--- config.mk ---
export PLATFORM = sky130hd
export DESIGN_NAME = mux_bus_seq
export DESIGN_NICKNAME = d
export VERILOG_FILES = /design/src/rtl/mbs_pkg.sv /design/src/rtl/mbs_tstate_fsm.sv /design/src/rtl/mbs_req_hold.sv /design/src/rtl/mbs_bus_drive.sv /design/src/rtl/mbs_read_capture.sv /design/src/rtl/mux_bus_seq.sv
export SDC_FILE = /design/constraint.sdc
export NUM_CORES = 1
export LEC_CHECK = 0
export BUFFER_PORTS_ARGS = -buffer_cell sky130_fd_sc_hd__buf_2
export CAP_MARGIN = 20
export CORE_MARGIN = 2
export CORE_UTILIZATION = 30
export DETAILED_ROUTE_END_ITERATION = 8
export HOLD_SLACK_MARGIN = 0.06
export SYNTH_ARGS = -nofsm -noshare
export SYNTH_HDL_FRONTEND = slang
export SYNTH_SLANG_ARGS = --single-unit
export TNS_END_PERCENT = 5
--- constraint.sdc ---
create_clock -name clk -period 1.7 [get_ports clk]
set_input_delay 0.17 -clock clk [delete_from_list [all_inputs] [get_ports clk]]
set_output_delay 0.17 -clock clk [all_outputs]
set_load 0.02 [all_outputs]
--- src/rtl/mbs_pkg.sv ---
package mbs_pkg;

   typedef enum logic [2:0] {
      TS_IDLE = 3'd0,
      TS_T1   = 3'd1,
      TS_T2   = 3'd2,
      TS_TW   = 3'd3,
      TS_T3   = 3'd4,
      TS_T4   = 3'd5
   } tstate_e;

   // phases in which the data strobes and data enable are active
   function automatic logic strobe_phase(input tstate_e st);
      return (st == TS_T2) || (st == TS_TW) || (st == TS_T3);
   endfunction

   // phases in which a new request may be taken
   function automatic logic accept_phase(input tstate_e st);
      return (st == TS_IDLE) || (st == TS_T4);
   endfunction

endpackage

--- src/rtl/mbs_tstate_fsm.sv ---
module mbs_tstate_fsm
   import mbs_pkg::*;
(
   input  logic    clk,
   input  logic    rst_n,
   input  logic    start,
   input  logic    ready_in,
   output tstate_e cur_st
);

   tstate_e nxt_st;

   always_comb begin
      nxt_st = cur_st;
      case (cur_st)
         TS_IDLE: nxt_st = start ? TS_T1 : TS_IDLE;
         TS_T1:   nxt_st = TS_T2;
         TS_T2:   nxt_st = ready_in ? TS_T3 : TS_TW;
         TS_TW:   nxt_st = ready_in ? TS_T3 : TS_TW;
         TS_T3:   nxt_st = TS_T4;
         TS_T4:   nxt_st = start ? TS_T1 : TS_IDLE;
         default: nxt_st = TS_IDLE;
      endcase
   end

   always_ff @(posedge clk or negedge rst_n) begin
      if (!rst_n) cur_st <= TS_IDLE;
      else        cur_st <= nxt_st;
   end

endmodule

--- src/rtl/mbs_req_hold.sv ---
module mbs_req_hold #(
   parameter int ADDR_W = 20,
   parameter int DATA_W = 8
) (
   input  logic              clk,
   input  logic              rst_n,
   input  logic              load,
   input  logic              in_write,
   input  logic              in_io,
   input  logic [ADDR_W-1:0] in_addr,
   input  logic [DATA_W-1:0] in_wdata,
   output logic              h_write,
   output logic              h_io,
   output logic [ADDR_W-1:0] h_addr,
   output logic [DATA_W-1:0] h_wdata
);

   always_ff @(posedge clk or negedge rst_n) begin
      if (!rst_n) begin
         h_write <= 1'b0;
         h_io    <= 1'b0;
         h_addr  <= '0;
         h_wdata <= '0;
      end else if (load) begin
         h_write <= in_write;
         h_io    <= in_io;
         h_addr  <= in_addr;
         h_wdata <= in_wdata;
      end
   end

endmodule

--- src/rtl/mbs_bus_drive.sv ---
module mbs_bus_drive
   import mbs_pkg::*;
#(
   parameter int ADDR_W = 20,
   parameter int DATA_W = 8
) (
   input  tstate_e           cur_st,
   input  logic              h_write,
   input  logic              h_io,
   input  logic [ADDR_W-1:0] h_addr,
   input  logic [DATA_W-1:0] h_wdata,
   output logic [ADDR_W-1:0] ad_out,
   output logic              ad_oe,
   output logic              ale,
   output logic              rd_n,
   output logic              wr_n,
   output logic              den_n,
   output logic              dtr,
   output logic              mio,
   output logic              done
);

   localparam int PAD_W = ADDR_W - DATA_W;

   logic [ADDR_W-1:0] wext;
   logic              in_cycle;
   logic              strobing;
   logic              data_phase;

   generate
      if (PAD_W == 0) begin : g_same_w
         assign wext = h_wdata;
      end else begin : g_pad_w
         assign wext = {{PAD_W{1'b0}}, h_wdata};
      end
   endgenerate

   assign in_cycle   = (cur_st != TS_IDLE);
   assign strobing   = strobe_phase(cur_st);
   // write data stays on the lines through T4, past the strobe's rising edge
   assign data_phase = strobing || (cur_st == TS_T4);

   always_comb begin
      ale    = (cur_st == TS_T1);
      rd_n   = !(strobing && !h_write);
      wr_n   = !(strobing && h_write);
      den_n  = !strobing;
      dtr    = in_cycle && h_write;
      mio    = in_cycle && h_io;
      done   = (cur_st == TS_T4);
      if (cur_st == TS_T1) begin
         ad_oe  = 1'b1;
         ad_out = h_addr;
      end else if (data_phase && h_write) begin
         ad_oe  = 1'b1;
         ad_out = wext;
      end else begin
         ad_oe  = 1'b0;
         ad_out = h_addr;
      end
   end

endmodule

--- src/rtl/mbs_read_capture.sv ---
module mbs_read_capture
   import mbs_pkg::*;
#(
   parameter int DATA_W = 8
) (
   input  logic              clk,
   input  logic              rst_n,
   input  tstate_e           cur_st,
   input  logic              h_write,
   input  logic [DATA_W-1:0] ad_in,
   output logic [DATA_W-1:0] rdata
);

   logic take;
   assign take = (cur_st == TS_T3) && !h_write;

   always_ff @(posedge clk or negedge rst_n) begin
      if (!rst_n)    rdata <= '0;
      else if (take) rdata <= ad_in;
   end

endmodule

--- src/rtl/mux_bus_seq.sv ---
module mux_bus_seq
   import mbs_pkg::*;
#(
   parameter int ADDR_W = 20,
   parameter int DATA_W = 8
) (
   input  logic              clk,
   input  logic              rst_n,
   input  logic              req_valid,
   output logic              req_ready,
   input  logic              req_write,
   input  logic              req_io,
   input  logic [ADDR_W-1:0] req_addr,
   input  logic [DATA_W-1:0] req_wdata,
   input  logic              ready_in,
   output logic [ADDR_W-1:0] ad_out,
   output logic              ad_oe,
   input  logic [DATA_W-1:0] ad_in,
   output logic              ale,
   output logic              rd_n,
   output logic              wr_n,
   output logic              den_n,
   output logic              dtr,
   output logic              mio,
   output logic              done,
   output logic [DATA_W-1:0] rdata
);

   initial begin
      if (DATA_W < 1 || DATA_W > ADDR_W)
         $error("mux_bus_seq: DATA_W must be in 1..ADDR_W");
   end

   tstate_e           cur_st;
   logic              start;
   logic              h_write;
   logic              h_io;
   logic [ADDR_W-1:0] h_addr;
   logic [DATA_W-1:0] h_wdata;

   assign req_ready = accept_phase(cur_st);
   assign start     = req_valid && req_ready;

   mbs_tstate_fsm u_fsm (
      .clk      (clk),
      .rst_n    (rst_n),
      .start    (start),
      .ready_in (ready_in),
      .cur_st   (cur_st)
   );

   mbs_req_hold #(.ADDR_W(ADDR_W), .DATA_W(DATA_W)) u_hold (
      .clk      (clk),
      .rst_n    (rst_n),
      .load     (start),
      .in_write (req_write),
      .in_io    (req_io),
      .in_addr  (req_addr),
      .in_wdata (req_wdata),
      .h_write  (h_write),
      .h_io     (h_io),
      .h_addr   (h_addr),
      .h_wdata  (h_wdata)
   );

   mbs_bus_drive #(.ADDR_W(ADDR_W), .DATA_W(DATA_W)) u_drive (
      .cur_st  (cur_st),
      .h_write (h_write),
      .h_io    (h_io),
      .h_addr  (h_addr),
      .h_wdata (h_wdata),
      .ad_out  (ad_out),
      .ad_oe   (ad_oe),
      .ale     (ale),
      .rd_n    (rd_n),
      .wr_n    (wr_n),
      .den_n   (den_n),
      .dtr     (dtr),
      .mio     (mio),
      .done    (done)
   );

   mbs_read_capture #(.DATA_W(DATA_W)) u_cap (
      .clk     (clk),
      .rst_n   (rst_n),
      .cur_st  (cur_st),
      .h_write (h_write),
      .ad_in   (ad_in),
      .rdata   (rdata)
   );

endmodule

==> impl_metrics.ini <==
[synthesis]
async_flop_share = 1.00
syn-num-nets = 177
ys_types = 25
netlist_area_um2 = 1990
seq_area_frac_synth = 0.517
synth-seq-cells = 41
ys_warn_count = 0
synth_flop_cell = dfrtp_1
synth.avg_cell_area_um2 = 14.9
synth_cells = 133
synth_edf_count = 0

[timing]
clock_skew_ps = 4.54
period_needed_ps = 2000
rsz0062_at_grt = true
final_hold_viol_count = 0
period_share = 1.18
setup_violations = 48
max_freq_ghz = 0.499
max_slew.worst_pin.slew_ps = 471
fin_ws_ps = -305
maxSlewHeadroom = 0.686
slew_violations = 0

[route]
drt_iter0_drc = 15
via_count = 1309
routed_wl_um = 3940
vias_per_cell = 4.33
wire_per_inst_um = 13.1
antenna_left = 0
drcViolationCount = 0
firstDrtPassIters = 3

[critical_path]
worstRegToRegCells = 6
cp-end-kind = output pin
slowest_delay_ps = 390
cp-start-kind = flip-flop
cp_cell_sequence = ha_1 -> nand2b_4 -> nor2_4 -> buf_12 -> mux2_2 -> buf_2
r2r_end = u_hold.h_wdata[3]$_DFFE_PN0P_
crit_slowest_cell = dfrtp_1
path_max_fanout = 10
r2r-start = u_fsm.cur_st[2]$_DFF_PN0_
path_class = reg -> out
cp.arrival_ps = 1830
ff2ff_setup_slack_ps = -110
cp.required_ps = 1530

[grt]
grt_overflow = 0
grt_usage = 0.111
grt_pass1_wl_um = 6250
antenna_found_initial = 0
grt_pass1_vias = 1308
grt_max_degree = 28

[cts]
worst_skew_pair.late_latency_ps = 280
clkSlewWorstSetupHoldPaths_ps = 70
cts_max_level = 2
clock_sinks = 41
clockBufferDepth = 2
cts_tree = yes
cts_root_buf = clkbuf_8
cts_made_buffers = 5

[finish]
multi_input_area_um2 = 931
nets = 270
synthToLayoutAreaGrowth_pct = 35.0
n_fill_cell = 609
drive_above_1_share = 0.671
seqCellArea_um2 = 1030
antenna_cells = 0

[die]
die_y_um = 85.4
io_pins = 79
initial_core_util = 0.311
core_um2 = 6390
die_x_um = 85.4
rows = 29
die-area_um2 = 7290

[placement]
hpwl_um = 2910
gp_congestion = 0.702
io_buffers = 78
post-place-ws_ps = -61.2

[run]
maxCapViolations = 0

[run_status]
violations = setup timing
status = finished, violations left

[min_path]
hp-start = ad_in[3]
hold_depth = 2
hold_end = u_cap.rdata[3]$_DFFE_PN0P_
hold_class = in -> reg

[power_and_ir_drop]
p_per_area_nw_per_um2 = 2310
power_w = 0.00620
peakVddDrop_mv = 0.970
p_leak_nw = 1.35
[cell usage in the layout (no fill, tap or decap), drive strengths merged, types with 2 or more instances in the layout]
| cell type | count |
|---|---|
| ha | 2 |
| inv | 2 |
| a21oi | 3 |
| nand2 | 3 |
| buf | 90 |
| nand2b | 2 |
| nor2 | 4 |
| mux2 | 46 |
| nor2b | 14 |
| clkbuf | 5 |
| dfrtp | 41 |
| nor3b | 3 |
[layout make-up]
| type | count | area share |
|---|---|---|
| multi-input combinational | 85 | 0.347 |
| clock buffer | 5 | 0.0257 |
| timing repair buffer | 91 | 0.204 |
| clock inverter | 1 | 0.00187 |
| sequential | 41 | 0.383 |
| inverter | 2 | 0.00280 |
| tap | 77 | 0.0359 |
[per-stage QoR]
| step | std cells | instance area (um^2) | hold slack (ps) | TNS [ps] | util |
|---|---|---|---|---|---|
| 2_1_floorplan | 133 | 1990 | -126 | -239 | - |
| 3_3_place_gp | 294 | 2540 | 158 | -216 | 0.397 |
| 3_5_place_dp | 294 | 2540 | 160 | -370 | 0.397 |
| 4_1_cts | 301 | 2640 | 91.2 | -5610 | 0.413 |
| 5_1_grt | 302 | 2680 | 95.2 | -12010 | 0.420 |
| 6_report | 302 | 2680 | 102 | -7540 | 0.420 |
[state kept, by name, indices dropped and copies added, names as in the netlist]
| name | cells |
|---|---|
| u_hold.h_io | 1 |
| u_fsm.cur_st | 3 |
| u_hold.h_wdata | 8 |
| u_hold.h_write | 1 |
| u_hold.h_addr | 20 |
| u_cap.rdata | 8 |
[routing by layer]
metal | track usage | part of all wire | wire length, um
met5 | 0 | 0 | 0
met4 | 0.0433 | 0.015 | 58
met3 | 0.0350 | 0.079 | 310
met2 | 0.165 | 0.43 | 1690
met1 | 0.150 | 0.48 | 1880
[kinds of logic (layout without fill, tap and decap cells)]
family | Yosys count | count (layout) | share of synthesized area
flops | 41 | 41 | 0.517
fa+ha+maj | 2 | 2 | 0.0126
mux | 46 | 46 | 0.318
xor+xnor | 1 | 1 | 0.00441
compound gates | 6 | 6 | 0.0176
simple gates | 30 | 30 | 0.102
buf+inv | 7 | 99 | 0.0290
[worst max-delay path: cells and delay by family, from the launching register on]
| kind | cells | cell delay, ps |
|---|---|---|
| adder cells (fa/ha/maj) | 1 | 290 |
| AND/OR/NAND/NOR | 2 | 250 |
| buffers and inverters | 2 | 300 |
| multiplexers | 1 | 330 |
| flip-flops | 1 | 390 |
[worst max-delay path by stage]
stage | start | to | slack, ps | cells past startpoint
after detailed placement | u_fsm.cur_st[1]$_DFF_PN0_ | ad_out[6] | -60 | 6
final | u_fsm.cur_st[1]$_DFF_PN0_ | ad_out[3] | -300 | 6
after global placement | u_fsm.cur_st[2]$_DFF_PN0_ | ad_out[6] | -40 | 7
after CTS | u_fsm.cur_st[1]$_DFF_PN0_ | ad_out[6] | -360 | 6
after global routing | u_fsm.cur_st[2]$_DFF_PN0_ | ad_out[5] | -390 | 7
after floorplan | u_fsm.cur_st[2]$_DFF_PN0_ | ad_out[0] | -30 | 6
[timing repair]
action | in CTS | in global routing
hold buffers | 1 | 0
setup buffers | 0 | 1
hold endpoints to repair | 21 | 0
gates cloned | 0 | 0
endpoints found under the setup margin | 22 | 48
resized for setup | 5 | 13
[power breakdown]
group / internal [W] / switching, W / total (W) / leakage [nW]
combinational: 0.00202 / 0.00184 / 0.00386 / 0.820
sequential: 0.00148 / 0.000276 / 0.00176 / 0.487
clock: 0.000270 / 0.000309 / 0.000579 / 0.0399
total: 0.00377 / 0.00243 / 0.00620 / 1.35
[cells in the mapped netlist (2+ instances only)]
library cell  instances  share of area
nand2b_1              2         0.0063
mux2_2               15          0.085
mux2_4               30           0.23
dfrtp_1              41           0.52
nand2_1               3         0.0057
nor2_1                2         0.0038
inv_1                 2         0.0038
buf_6                 4          0.023
ha_1                  2          0.013
a21oi_1               3         0.0076
nor3b_1               2         0.0076
nor2b_1              14          0.044
(Power assumes the default switching activity.)
